File: config.mk
export PLATFORM = sky130hd
export DESIGN_NAME = wave_timer
export DESIGN_NICKNAME = d
export VERILOG_FILES = /design/src/rtl/wave_timer.sv
export SDC_FILE = /design/constraint.sdc
export NUM_CORES = 1
export LEC_CHECK = 0
export CAP_MARGIN = 20
export CELL_PAD_IN_SITES_DETAIL_PLACEMENT = 1
export CELL_PAD_IN_SITES_GLOBAL_PLACEMENT = 2
export CORE_ASPECT_RATIO = 1.5
export CORE_MARGIN = 3
export CORE_UTILIZATION = 33
export DETAILED_ROUTE_END_ITERATION = 16
export DONT_BUFFER_PORTS = 1
export PLACE_DENSITY_LB_ADDON = 0.1
export SLEW_MARGIN = 20
export SYNTH_ARGS = -nofsm -noshare
export SYNTH_HDL_FRONTEND = slang
export SYNTH_SLANG_ARGS = --single-unit
File: constraint.sdc
create_clock -name clk -period 4.6 [get_ports clk]
set_input_delay 0.46 -clock clk [delete_from_list [all_inputs] [get_ports clk]]
set_output_delay 0.46 -clock clk [all_outputs]
set_load 0.1 [all_outputs]
File: src/rtl/wave_timer.sv
module wave_timer #(
  parameter int W    = 16,
  parameter int NCLK = 4,
  localparam int SW  = $clog2(NCLK)
) (
  input  logic          clk,
  input  logic          rst_n,
  input  logic [NCLK-1:0] tick_i,
  input  logic [SW-1:0] clk_sel_i,
  input  logic          burst_i,
  input  logic          start_i,
  input  logic          halt_i,
  input  logic          sw_trig_i,
  input  logic          ext_i,
  input  logic          cap_a_i,
  input  logic          cap_b_i,
  input  logic          wave_mode_i,
  input  logic [1:0]    wave_sel_i,
  input  logic          rc_trg_i,
  input  logic          rc_stop_i,
  input  logic          rc_dis_i,
  input  logic [W-1:0]  ra_i,
  input  logic [W-1:0]  rb_i,
  input  logic [W-1:0]  rc_i,
  input  logic [7:0]    act_a_i,
  input  logic [7:0]    act_b_i,
  input  logic          sr_rd_i,
  output logic [W-1:0]  count_o,
  output logic [W-1:0]  cap_ra_o,
  output logic [W-1:0]  cap_rb_o,
  output logic [5:0]    status_o,
  output logic          clk_run_o,
  output logic          wave_a_o,
  output logic          wave_b_o
);

  localparam logic [W-1:0] MAXV = {W{1'b1}};

  logic [W-1:0] cnt_q, cnt_n, ra_q, rb_q;
  logic         down_q, down_n, wrap;
  logic         en_q, run_q, ext_q, capa_q, capb_q, out_a_q, out_b_q;
  logic [5:0]   sr_q;

  wire ext_edge = wave_mode_i & ext_i & ~ext_q;
  wire trig     = sw_trig_i | ext_edge;
  wire tick     = tick_i[clk_sel_i] & burst_i & en_q & run_q;
  wire step     = tick & ~trig;
  wire updown   = wave_mode_i & wave_sel_i[0];
  wire rc_mode  = wave_mode_i ? wave_sel_i[1] : rc_trg_i;
  wire at_rc    = rc_mode & (cnt_q == rc_i);
  wire cpa_ev   = step & wave_mode_i & (cnt_n == ra_i);
  wire cpb_ev   = step & wave_mode_i & (cnt_n == rb_i);
  wire cpc_ev   = step & (cnt_n == rc_i);
  wire ovf_ev   = step & wrap;
  wire lda_ev   = ~wave_mode_i & cap_a_i & ~capa_q;
  wire ldb_ev   = ~wave_mode_i & cap_b_i & ~capb_q;
  wire [5:0] ev = {ldb_ev, lda_ev, cpc_ev, cpb_ev, cpa_ev, ovf_ev};

  always_comb begin
    cnt_n  = cnt_q;
    down_n = down_q;
    wrap   = 1'b0;
    if (updown) begin
      if (!down_q) begin
        if (cnt_q == MAXV || at_rc) begin
          down_n = 1'b1;
          cnt_n  = cnt_q - 1'b1;
        end else begin
          cnt_n  = cnt_q + 1'b1;
        end
      end else if (cnt_q == '0) begin
        down_n = 1'b0;
        cnt_n  = cnt_q + 1'b1;
      end else begin
        cnt_n  = cnt_q - 1'b1;
      end
    end else if (at_rc) begin
      cnt_n = '0;
    end else begin
      cnt_n = cnt_q + 1'b1;
      wrap  = (cnt_q == MAXV);
    end
  end

  function automatic logic [1:0] pick(input logic [7:0] a, input logic s, input logic e,
                                      input logic c, input logic o);
    if (s && a[7:6] != 2'd0) return a[7:6];
    if (e && a[5:4] != 2'd0) return a[5:4];
    if (c && a[3:2] != 2'd0) return a[3:2];
    if (o) return a[1:0];
    return 2'd0;
  endfunction

  function automatic logic apply(input logic cur, input logic [1:0] code);
    case (code)
      2'd1:    return 1'b1;
      2'd2:    return 1'b0;
      2'd3:    return ~cur;
      default: return cur;
    endcase
  endfunction

  wire [1:0] code_a = pick(act_a_i, sw_trig_i, ext_edge, cpc_ev, cpa_ev);
  wire [1:0] code_b = pick(act_b_i, sw_trig_i, ext_edge, cpc_ev, cpb_ev);
  wire       kill   = halt_i | (cpc_ev & rc_dis_i);

  always_ff @(posedge clk) begin
    if (!rst_n) begin
      cnt_q   <= '0;
      down_q  <= 1'b0;
      en_q    <= 1'b0;
      run_q   <= 1'b0;
      ext_q   <= 1'b0;
      capa_q  <= 1'b0;
      capb_q  <= 1'b0;
      ra_q    <= '0;
      rb_q    <= '0;
      sr_q    <= '0;
      out_a_q <= 1'b0;
      out_b_q <= 1'b0;
    end else begin
      ext_q  <= ext_i;
      capa_q <= cap_a_i;
      capb_q <= cap_b_i;
      if (trig) begin
        cnt_q  <= '0;
        down_q <= 1'b0;
      end else if (tick) begin
        cnt_q  <= cnt_n;
        down_q <= down_n;
      end
      if (kill)         en_q <= 1'b0;
      else if (start_i) en_q <= 1'b1;
      if (kill)                       run_q <= 1'b0;
      else if (trig)                  run_q <= 1'b1;
      else if (cpc_ev && rc_stop_i)   run_q <= 1'b0;
      if (lda_ev) ra_q <= cnt_q;
      if (ldb_ev) rb_q <= cnt_q;
      sr_q <= (sr_rd_i ? 6'd0 : sr_q) | ev;
      if (wave_mode_i) begin
        out_a_q <= apply(out_a_q, code_a);
        out_b_q <= apply(out_b_q, code_b);
      end
    end
  end

  assign count_o   = cnt_q;
  assign cap_ra_o  = ra_q;
  assign cap_rb_o  = rb_q;
  assign status_o  = sr_q;
  assign clk_run_o = en_q & run_q;
  assign wave_a_o  = out_a_q;
  assign wave_b_o  = out_b_q;


  trig_clear_chk: assert property (@(posedge clk) disable iff (!rst_n)
    trig |=> (count_o == '0));


  burst_hold_chk: assert property (@(posedge clk) disable iff (!rst_n)
    (!burst_i && !trig) |=> $stable(count_o));


  cap_exact_chk: assert property (@(posedge clk) disable iff (!rst_n)
    lda_ev |=> (cap_ra_o == $past(count_o)));


  turn_top_chk: assert property (@(posedge clk) disable iff (!rst_n)
    (updown && !down_q && count_o == MAXV && step) |=> (count_o == MAXV - 1'b1));


  read_keep_chk: assert property (@(posedge clk) disable iff (!rst_n)
    (sr_rd_i && ovf_ev) |=> status_o[0]);


  rc_stop_chk: assert property (@(posedge clk) disable iff (!rst_n)
    (cpc_ev && rc_stop_i) |=> !clk_run_o);

endmodule

==> impl_metrics.env, run 1 <==
export IMPL_status="finished clean"
export IMPL_criticalPathCategory="flop to flop"
export IMPL_cp_num_buf_inv=1
export IMPL_p_per_area_mw_per_mm2=240
export IMPL_setup_tns_ns=0
export IMPL_numCtsBuffers=9
export IMPL_finalHoldWorstSlack_ns=0.239
export IMPL_syn_inst=670
export IMPL_slowest_stage="nor3_1"
export IMPL_vias_per_cell=6.07
export IMPL_antenna_found_initial=0
export IMPL_worstMarginPinSlew_ns=1.04
export IMPL_min_path_type="input pin to flop"
export IMPL_ant_nets=0
export IMPL_fin_skew_ns=0.0117
export IMPL_synth_top_area_frac=0.250
export IMPL_syn_num_nets=759
export IMPL_final_util=0.392
export IMPL_synth_area_leaders="dfxtp_1 25%, a21oi_1 8.2%, nand2_1 8.0%"
export IMPL_crit_family="simple AND/OR/NAND/NOR gates"
export IMPL_root_buffer="clkbuf_16"
export IMPL_grt_max_degree=36
export IMPL_yosysTopAreaCell="dfxtp_1"
export IMPL_die_y_um=156
export IMPL_layout_drive_gt1_share=0.180
export IMPL_syn_to_final_growth_pct=15.9
export IMPL_setup_violations=0
export IMPL_htree_num_levels=3
export IMPL_vdd_drop_max_mv=0.127
export IMPL_maxCapViolCount=0
export IMPL_avgSynthCellArea_sq_um=7.40
export IMPL_relSlewSlack=0.304
export IMPL_rows=54
export IMPL_cp_cell_sequence="buf_4 -> nand3_1 -> nor3_4 -> a41oi_4 -> o21a_1 -> nor3_1 -> a21oi_1 -> xnor2_1 -> nor4_1 -> nand4_1 -> or3_1 -> a211o_1 -> a221oi_2"
export IMPL_cts_buffer_depth=2
export IMPL_rsz0062_at_grt="no"
export IMPL_core_area_sq_mm=0.0147
export IMPL_drv_slew=0
export IMPL_min_period_over_period=0.937
export IMPL_arrival_ns=4.55
export IMPL_end_kind="flop"
export IMPL_n_antenna_cell=0
export IMPL_nets=774
export IMPL_initial_core_util=0.338
export IMPL_wl_um=23100
export IMPL_synth_most_common_cell="nand2_1"
export IMPL_fin_crit_ns=4.31
export IMPL_grt_pass1_vias=5568
export IMPL_critical_path_required_ns=4.84
export IMPL_synth_seq_area_share=0.250
export IMPL_yosys_warnings=0
export IMPL_clk_pin_slew_worst_paths_ns=0.07
export IMPL_synth_edf_count=0
export IMPL_finalHoldViolCount=0
export IMPL_synth_distinct_cells=88
export IMPL_async_reset_ff_frac=0
export IMPL_drt_initial_drc_count=241
export IMPL_grt_usage=0.276
export IMPL_fmax_mhz=232
export IMPL_drcViolationCount=0
export IMPL_ys_ff_latch=62
export IMPL_die_area_sq_mm=0.0166
export IMPL_hpwl_um=18400
export IMPL_port_buffers=0
export IMPL_vias=5381
export IMPL_cp_max_fo=11
export IMPL_cts_tree="yes"
export IMPL_p_leak_nw=1.99
export IMPL_syn_area_sq_mm=0.00496
export IMPL_cpPeakStageDelay_ns=0.50
export IMPL_clock_sinks=62
export IMPL_fp_dieW_um=106
export IMPL_grt_pass1_wl_um=34300
export IMPL_synth_commonest_cells="106 x nand2_1, 81 x a21oi_1, 62 x dfxtp_1, 52 x nor2_1, 29 x clkbuf_1"
export IMPL_drtPass1Iterations=4
export IMPL_ios=143
export IMPL_overflow=0
export IMPL_wl_per_cell_um=26.1
export IMPL_critPathLaunchType="flop"
export IMPL_ys_flop_type="dfxtp_1"
export IMPL_clk_insertion_delay_late_ns=0.33
export IMPL_place_congestion=0.937
[state kept, by name, summed over array words and instances, names as in the netlist, 6 cells and up]
signal	cells
cap_rb_o	16
status_o	6
cap_ra_o	16
count_o	16
[worst paths after layout]
path	startpoint	endpoint	slack, ns	depth (start not counted)
setup / recovery	count_o[2]	wave_b_o	0.29	13
hold / removal	start_i	en_q	0.24	1
setup reg to reg	count_o[2]	wave_b_o	0.29	13
hold reg to reg	en_q	en_q	0.46	1
[cells by family after synthesis]
| kind of cell | share of synthesized area |
|---|---|
| simple gates | 0.312 |
| fa+ha+maj | 0.00757 |
| buf+inv | 0.0580 |
| flops | 0.250 |
| xor+xnor | 0.0901 |
| compound gates | 0.272 |
| mux | 0.0109 |
[layout by cell type, fill, tap and decap left out, types with 4 or more instances in the layout]
cell type  Yosys  layout
buf_4          1      50
o211ai_1       4       4
o21ai_1        4       4
and4_1         4       4
nand4_1       12      12
nor3_1        16      16
dfxtp_2        0      14
o21ai_0       16      16
and2_1        10      10
nand3_1       23      23
inv_1         17      17
a211o_1        7       7
dfxtp_1       62      48
nor2_1        52      52
o31ai_1        6       6
a211oi_1       9       9
or3_1          7       7
nor4_1        15      14
xor2_1        27      27
nor3b_1        7       4
a22oi_1        5       5
a21oi_1       81      81
o22ai_1        5       5
clkbuf_16      0       9
nand2_1      106     106
and3_1         4       4
xnor2_1       24      24
o21a_1         5       5
[per-layer routing]
| metal | global-route usage | wire, um |
|---|---|---|
| met2 | 0.483 | 11700 |
| met4 | 0.164 | 1350 |
| met3 | 0.0534 | 1380 |
| met1 | 0.308 | 8730 |
| met5 | 0 | 0 |
[worst reg2reg max path, cell delays in order, from the launching register on]
cell and delay, ns:
dfxtp_2 0.47, buf_4 0.23, nand3_1 0.17, nor3_4 0.31
a41oi_4 0.21, o21a_1 0.36, nor3_1 0.51, a21oi_1 0.18
xnor2_1 0.17, nor4_1 0.36, nand4_1 0.20, or3_1 0.48
a211o_1 0.31, a221oi_2 0.27
[stage by stage]
step / std cells / power (mW) / worst slack, ns / instance area (sq um)
6_report: 886 / 1.38 / 0.288 / 5750
3_3_place_gp: 867 / 0.675 / 0.294 / 5380
2_1_floorplan: 670 / 0.652 / 0.166 / 4960
3_5_place_dp: 867 / 0.678 / 0.154 / 5390
5_1_grt: 886 / 1.43 / 0.0105 / 5750
4_1_cts: 883 / 1.40 / 0.128 / 5700
[layout make-up]
type | count | area (sq um)
clock inverter | 6 | 71.3
tap | 196 | 245
inverter | 17 | 63.8
multi-input combinational | 544 | 3470
timing repair buffer | 51 | 395
fill | 1838 | 8910
clock buffer | 10 | 239
sequential | 62 | 1260
[power breakdown]
part,switching [mW],total [mW],leakage [nW],internal (mW)
clock,0.276,0.713,0.145,0.437
combinational,0.0627,0.103,1.33,0.0401
sequential,0.0215,0.563,0.508,0.542
[what timing repair did]
action / in CTS / in global routing
gates resized for setup: 0 / 5
hold buffers: 0 / 0
setup buffers: 0 / 3
endpoints found under the setup margin: 0 / 3
No activity file was read; power rests on OpenSTA's default activity.
==> run 2: changes to the inputs <==
CORE_ASPECT_RATIO = unset   (was 1.5)
==> impl_metrics.env, run 2 (synthesized netlist as in run 1, its figures left out) <==
export IMPL_hpwl_um=18800
export IMPL_nFillCells=1820
export IMPL_min_period_over_period=0.940
export IMPL_place_congestion=0.974
export IMPL_grt_pass1_wl_um=35300
export IMPL_cts_buffer_depth=2
export IMPL_fp_dieW_um=129
export IMPL_fmax_mhz=231
export IMPL_syn_to_final_growth_pct=16.0
export IMPL_rr_endpoint="wave_b_o"
export IMPL_ios=143
export IMPL_status="finished clean"
export IMPL_layout_drive_gt1_share=0.187
export IMPL_fin_skew_ns=0.00895
export IMPL_die_area_sq_mm=0.0165
export IMPL_clk_insertion_delay_late_ns=0.34
export IMPL_finalHoldWorstSlack_ns=0.236
export IMPL_crit_path_start="count_o[0]"
export IMPL_min_path_type="input pin to flop"
export IMPL_final_cell_mix="106 x nand2_1, 81 x a21oi_1, 62 x buf_4"
export IMPL_vdd_drop_max_mv=0.214
export IMPL_cts_tree="yes"
export IMPL_critPathLaunchType="flop"
export IMPL_drt_initial_drc_count=341
export IMPL_drv_slew=0
export IMPL_critical_path_required_ns=4.84
export IMPL_root_buffer="clkbuf_16"
export IMPL_maxCapViolCount=0
export IMPL_arrival_ns=4.57
export IMPL_rr_worst_depth=14
export IMPL_p_per_area_mw_per_mm2=236
export IMPL_setup_violations=0
export IMPL_grt_pass1_vias=5559
export IMPL_nets=785
export IMPL_wl_per_cell_um=27.2
export IMPL_fin_crit_ns=4.32
export IMPL_antenna_found_initial=1
export IMPL_criticalPathCategory="flop to flop"
export IMPL_finalHoldViolCount=0
export IMPL_wl_um=24000
export IMPL_p_leak_nw=2.03
export IMPL_worst_r2r_setup_slack_ns=0.28
export IMPL_drtPass1Iterations=4
export IMPL_vias_per_cell=6.12
export IMPL_clock_sinks=62
export IMPL_core_area_sq_mm=0.0146
export IMPL_relSlewSlack=0.230
export IMPL_worstMarginPinSlew_ns=1.15
export IMPL_vias=5413
export IMPL_cp_max_fo=12
export IMPL_initial_core_util=0.339
export IMPL_grt_max_degree=34
export IMPL_port_buffers=0
export IMPL_end_kind="flop"
export IMPL_rsz0062_at_grt="no"
export IMPL_final_common_cell="nand2_1"
export IMPL_worstReg2RegStart="count_o[0]"
export IMPL_drcViolationCount=0
export IMPL_die_y_um=129
export IMPL_ant_nets=0
export IMPL_setup_tns_ns=0
export IMPL_hold_buffers=0
export IMPL_n_antenna_cell=0
export IMPL_crit_end="wave_b_o"
export IMPL_rows=44
export IMPL_clk_pin_slew_worst_paths_ns=0.06
export IMPL_numCtsBuffers=9
export IMPL_htree_num_levels=3
export IMPL_overflow=0
export IMPL_grt_usage=0.286
==> run 2: final cells by class <==
type                    instances  area [sq um]  share of cell area
clock buffers                  11           243              0.0422
multi-input cells             544          3450               0.599
repair buffers                 62           465              0.0809
inverters                      17          63.8              0.0111
well taps                     184           230              0.0400
clock inverters                 4          47.5             0.00826
flip-flops and latches         62          1260               0.219
==> run 2: critical path, cell delays in order, from the launching register on <==
cell       delay (ns)
dfxtp_2          0.34
buf_4            0.21
ha_1             0.26
nand2_1          0.15
nor3_4           0.29
a41oi_4          0.22
o22ai_4          0.38
a21oi_1          0.18
nor2_1           0.38
xnor2_1          0.16
a2111oi_0        0.39
nand4_1          0.18
or3_1            0.47
a211o_1          0.32
a221oi_2         0.28
==> run 2: worst min-delay path by stage <==
stage	start	end	cells past startpoint
finish	start_i	en_q	1
global route	ext_i	ext_q	1
CTS	start_i	en_q	1
detailed placement	en_q	en_q	1
global placement	en_q	en_q	1
floorplan	en_q	en_q	1
==> run 2: what timing repair did <==
action / in CTS / in global routing
gates resized for setup: 0 / 2
hold endpoints to repair: 0 / 0
setup buffers: 0 / 1
endpoints found under the setup margin: 0 / 2
==> run 2: where the power goes <==
part / switching [mW] / total [mW] / internal (mW)
Sequential: 0.0211 / 0.563 / 0.542
Clock: 0.260 / 0.690 / 0.429
Combinational: 0.0634 / 0.103 / 0.0394
Total: 0.345 / 1.36 / 1.01
==> run 2: routing by layer <==
| layer | part of all wire | track usage | up-vias |
|---|---|---|---|
| li1 | - | - | 2498 |
| met1 | 0.43 | 0.377 | 2619 |
| met2 | 0.46 | 0.457 | 247 |
| met3 | 0.085 | 0.0801 | 47 |
| met4 | 0.026 | 0.0821 | 2 |
| met5 | 0.00054 | 0 | - |
==> run 2: through the flow <==
| stage | util | instance area (sq um) | power [mW] | setup WS (ns) | instances |
|---|---|---|---|---|---|
| after floorplan | - | 4960 | 0.652 | 0.166 | 670 |
| after global placement | 0.372 | 5450 | 0.676 | 0.212 | 868 |
| after detailed placement | 0.372 | 5450 | 0.677 | 0.242 | 868 |
| after CTS | 0.392 | 5740 | 1.37 | 0.200 | 883 |
| after global routing | 0.393 | 5750 | 1.40 | 0.0189 | 884 |
| final | 0.393 | 5750 | 1.36 | 0.278 | 884 |
==> run 3: changes to the inputs <==
CORE_UTILIZATION = 35   (was 33)
==> impl_metrics.env, run 3 (synthesized netlist as in run 1, its figures left out) <==
export IMPL_status="finished clean"
export IMPL_wl_um=22400
export IMPL_htree_num_levels=3
export IMPL_post_cts_buffers=0
export IMPL_relSlewSlack=0.301
export IMPL_crit_path_start="count_o[0]"
export IMPL_final_cell_mix="106 x nand2_1, 81 x a21oi_1, 52 x nor2_1"
export IMPL_final_common_cell="nand2_1"
export IMPL_critical_path_required_ns=4.83
export IMPL_numCtsBuffers=9
export IMPL_vias_per_cell=6.28
export IMPL_root_buffer="clkbuf_16"
export IMPL_multiInputGateArea_sq_mm=0.00349
export IMPL_min_path_type="input pin to flop"
export IMPL_cts_buffer_depth=2
export IMPL_drtPass1Iterations=4
export IMPL_hpwl_um=17600
export IMPL_regArea_sq_mm=0.00126
export IMPL_wl_per_cell_um=26.1
export IMPL_layout_drive_gt1_share=0.167
export IMPL_p_per_area_mw_per_mm2=241
export IMPL_grt_max_degree=36
export IMPL_nFillCells=1692
export IMPL_die_y_um=125
export IMPL_worstMarginPinSlew_ns=1.05
export IMPL_grt_usage=0.280
export IMPL_fin_skew_ns=0.0119
export IMPL_final_cells=859
export IMPL_vias=5393
export IMPL_worstHoldStart="start_i"
export IMPL_drv_slew=0
export IMPL_maxCapViolCount=0
export IMPL_critPathLaunchType="flop"
export IMPL_slowest_stage="and2_1"
export IMPL_drt_initial_drc_count=482
export IMPL_arrival_ns=4.59
export IMPL_final_util=0.418
export IMPL_worstReg2RegStart="count_o[0]"
export IMPL_fin_crit_ns=4.36
export IMPL_worst_r2r_setup_slack_ns=0.24
export IMPL_drcViolationCount=0
export IMPL_cpPeakStageDelay_ns=0.51
export IMPL_placed_area_sq_mm=0.00531
export IMPL_grt_pass1_wl_um=34100
export IMPL_cp_cell_sequence="inv_1 -> ha_1 -> nor4bb_1 -> nand4_1 -> and2_1 -> nand2_2 -> buf_4 -> o22ai_1 -> mux2i_1 -> a2111oi_2 -> nand4_1 -> a2111o_1 -> a2111oi_2"
export IMPL_fp_dieW_um=125
export IMPL_clock_sinks=62
export IMPL_fmax_mhz=229
export IMPL_rows=42
export IMPL_die_area_sq_mm=0.0156
export IMPL_place_congestion=0.992
export IMPL_finalHoldViolCount=0
export IMPL_dp_cells=843
export IMPL_cts_tree="yes"
export IMPL_cp_max_fo=11
export IMPL_antenna_found_initial=0
export IMPL_initial_core_util=0.366
export IMPL_clk_pin_slew_worst_paths_ns=0.06
export IMPL_hold_buffers=0
export IMPL_port_buffers=0
export IMPL_clk_insertion_delay_late_ns=0.34
export IMPL_vdd_drop_max_mv=0.145
export IMPL_finish_instance_area_sq_mm=0.00567
export IMPL_power_mw=1.37
export IMPL_ios=143
export IMPL_ant_nets=0
export IMPL_setup_violations=0
export IMPL_overflow=0
export IMPL_core_area_sq_mm=0.0136
export IMPL_syn_to_final_growth_pct=14.3
export IMPL_grt_pass1_vias=5628
export IMPL_p_leak_nw=1.95
export IMPL_nets=767
export IMPL_criticalPathCategory="flop to flop"
export IMPL_end_kind="flop"
export IMPL_min_period_over_period=0.947
export IMPL_n_antenna_cell=0
export IMPL_finalHoldWorstSlack_ns=0.231
[run 3: cell type report]
type / instances / area share
well taps: 176 / 0.0389
clock inverters: 6 / 0.0126
repair buffers: 44 / 0.0583
flip-flops and latches: 62 / 0.222
multi-input cells: 544 / 0.615
clock buffers: 10 / 0.0422
inverters: 17 / 0.0113
[run 3: metal layers]
| metal | GRT usage | up-vias | part of all wire |
|---|---|---|---|
| li1 | - | 2454 | - |
| met4 | 0.0886 | 0 | 0.027 |
| met2 | 0.441 | 243 | 0.45 |
| met3 | 0.0678 | 35 | 0.081 |
| met1 | 0.379 | 2661 | 0.44 |
| met5 | 0 | - | 0 |
[run 3: final timing paths]
check	end	depth (start not counted)
max	wave_a_o	13
min	en_q	1
max reg2reg	wave_a_o	13
min reg2reg	en_q	1
[run 3: power breakdown]
group / switching (mW) / internal, mW / total [mW]
logic: 0.0609 / 0.0401 / 0.101
clock network: 0.265 / 0.436 / 0.701
registers: 0.0217 / 0.542 / 0.564
total: 0.347 / 1.02 / 1.37
[run 3: what timing repair did]
| item | in CTS | in global routing |
|---|---|---|
| gates resized for setup | 0 | 5 |
| setup endpoints to repair | 0 | 2 |
| hold endpoints to repair | 0 | 0 |
[run 3: critical path: cells and delay by family, from the launching register on]
family,cells,cell delay [ns]
compound gates,4,1.55
fa+ha+maj,1,0.22
buf+inv,2,0.35
flops,1,0.46
mux,1,0.26
simple gates,5,1.41
[run 3: metrics by stage]
stage | TNS, ns | setup WS, ns
final | 0 | 0.243
after global routing | -0.00998 | -0.00998
after CTS | 0 | 0.284
after detailed placement | 0 | 0.291
after global placement | 0 | 0.300
after floorplan | 0 | 0.166
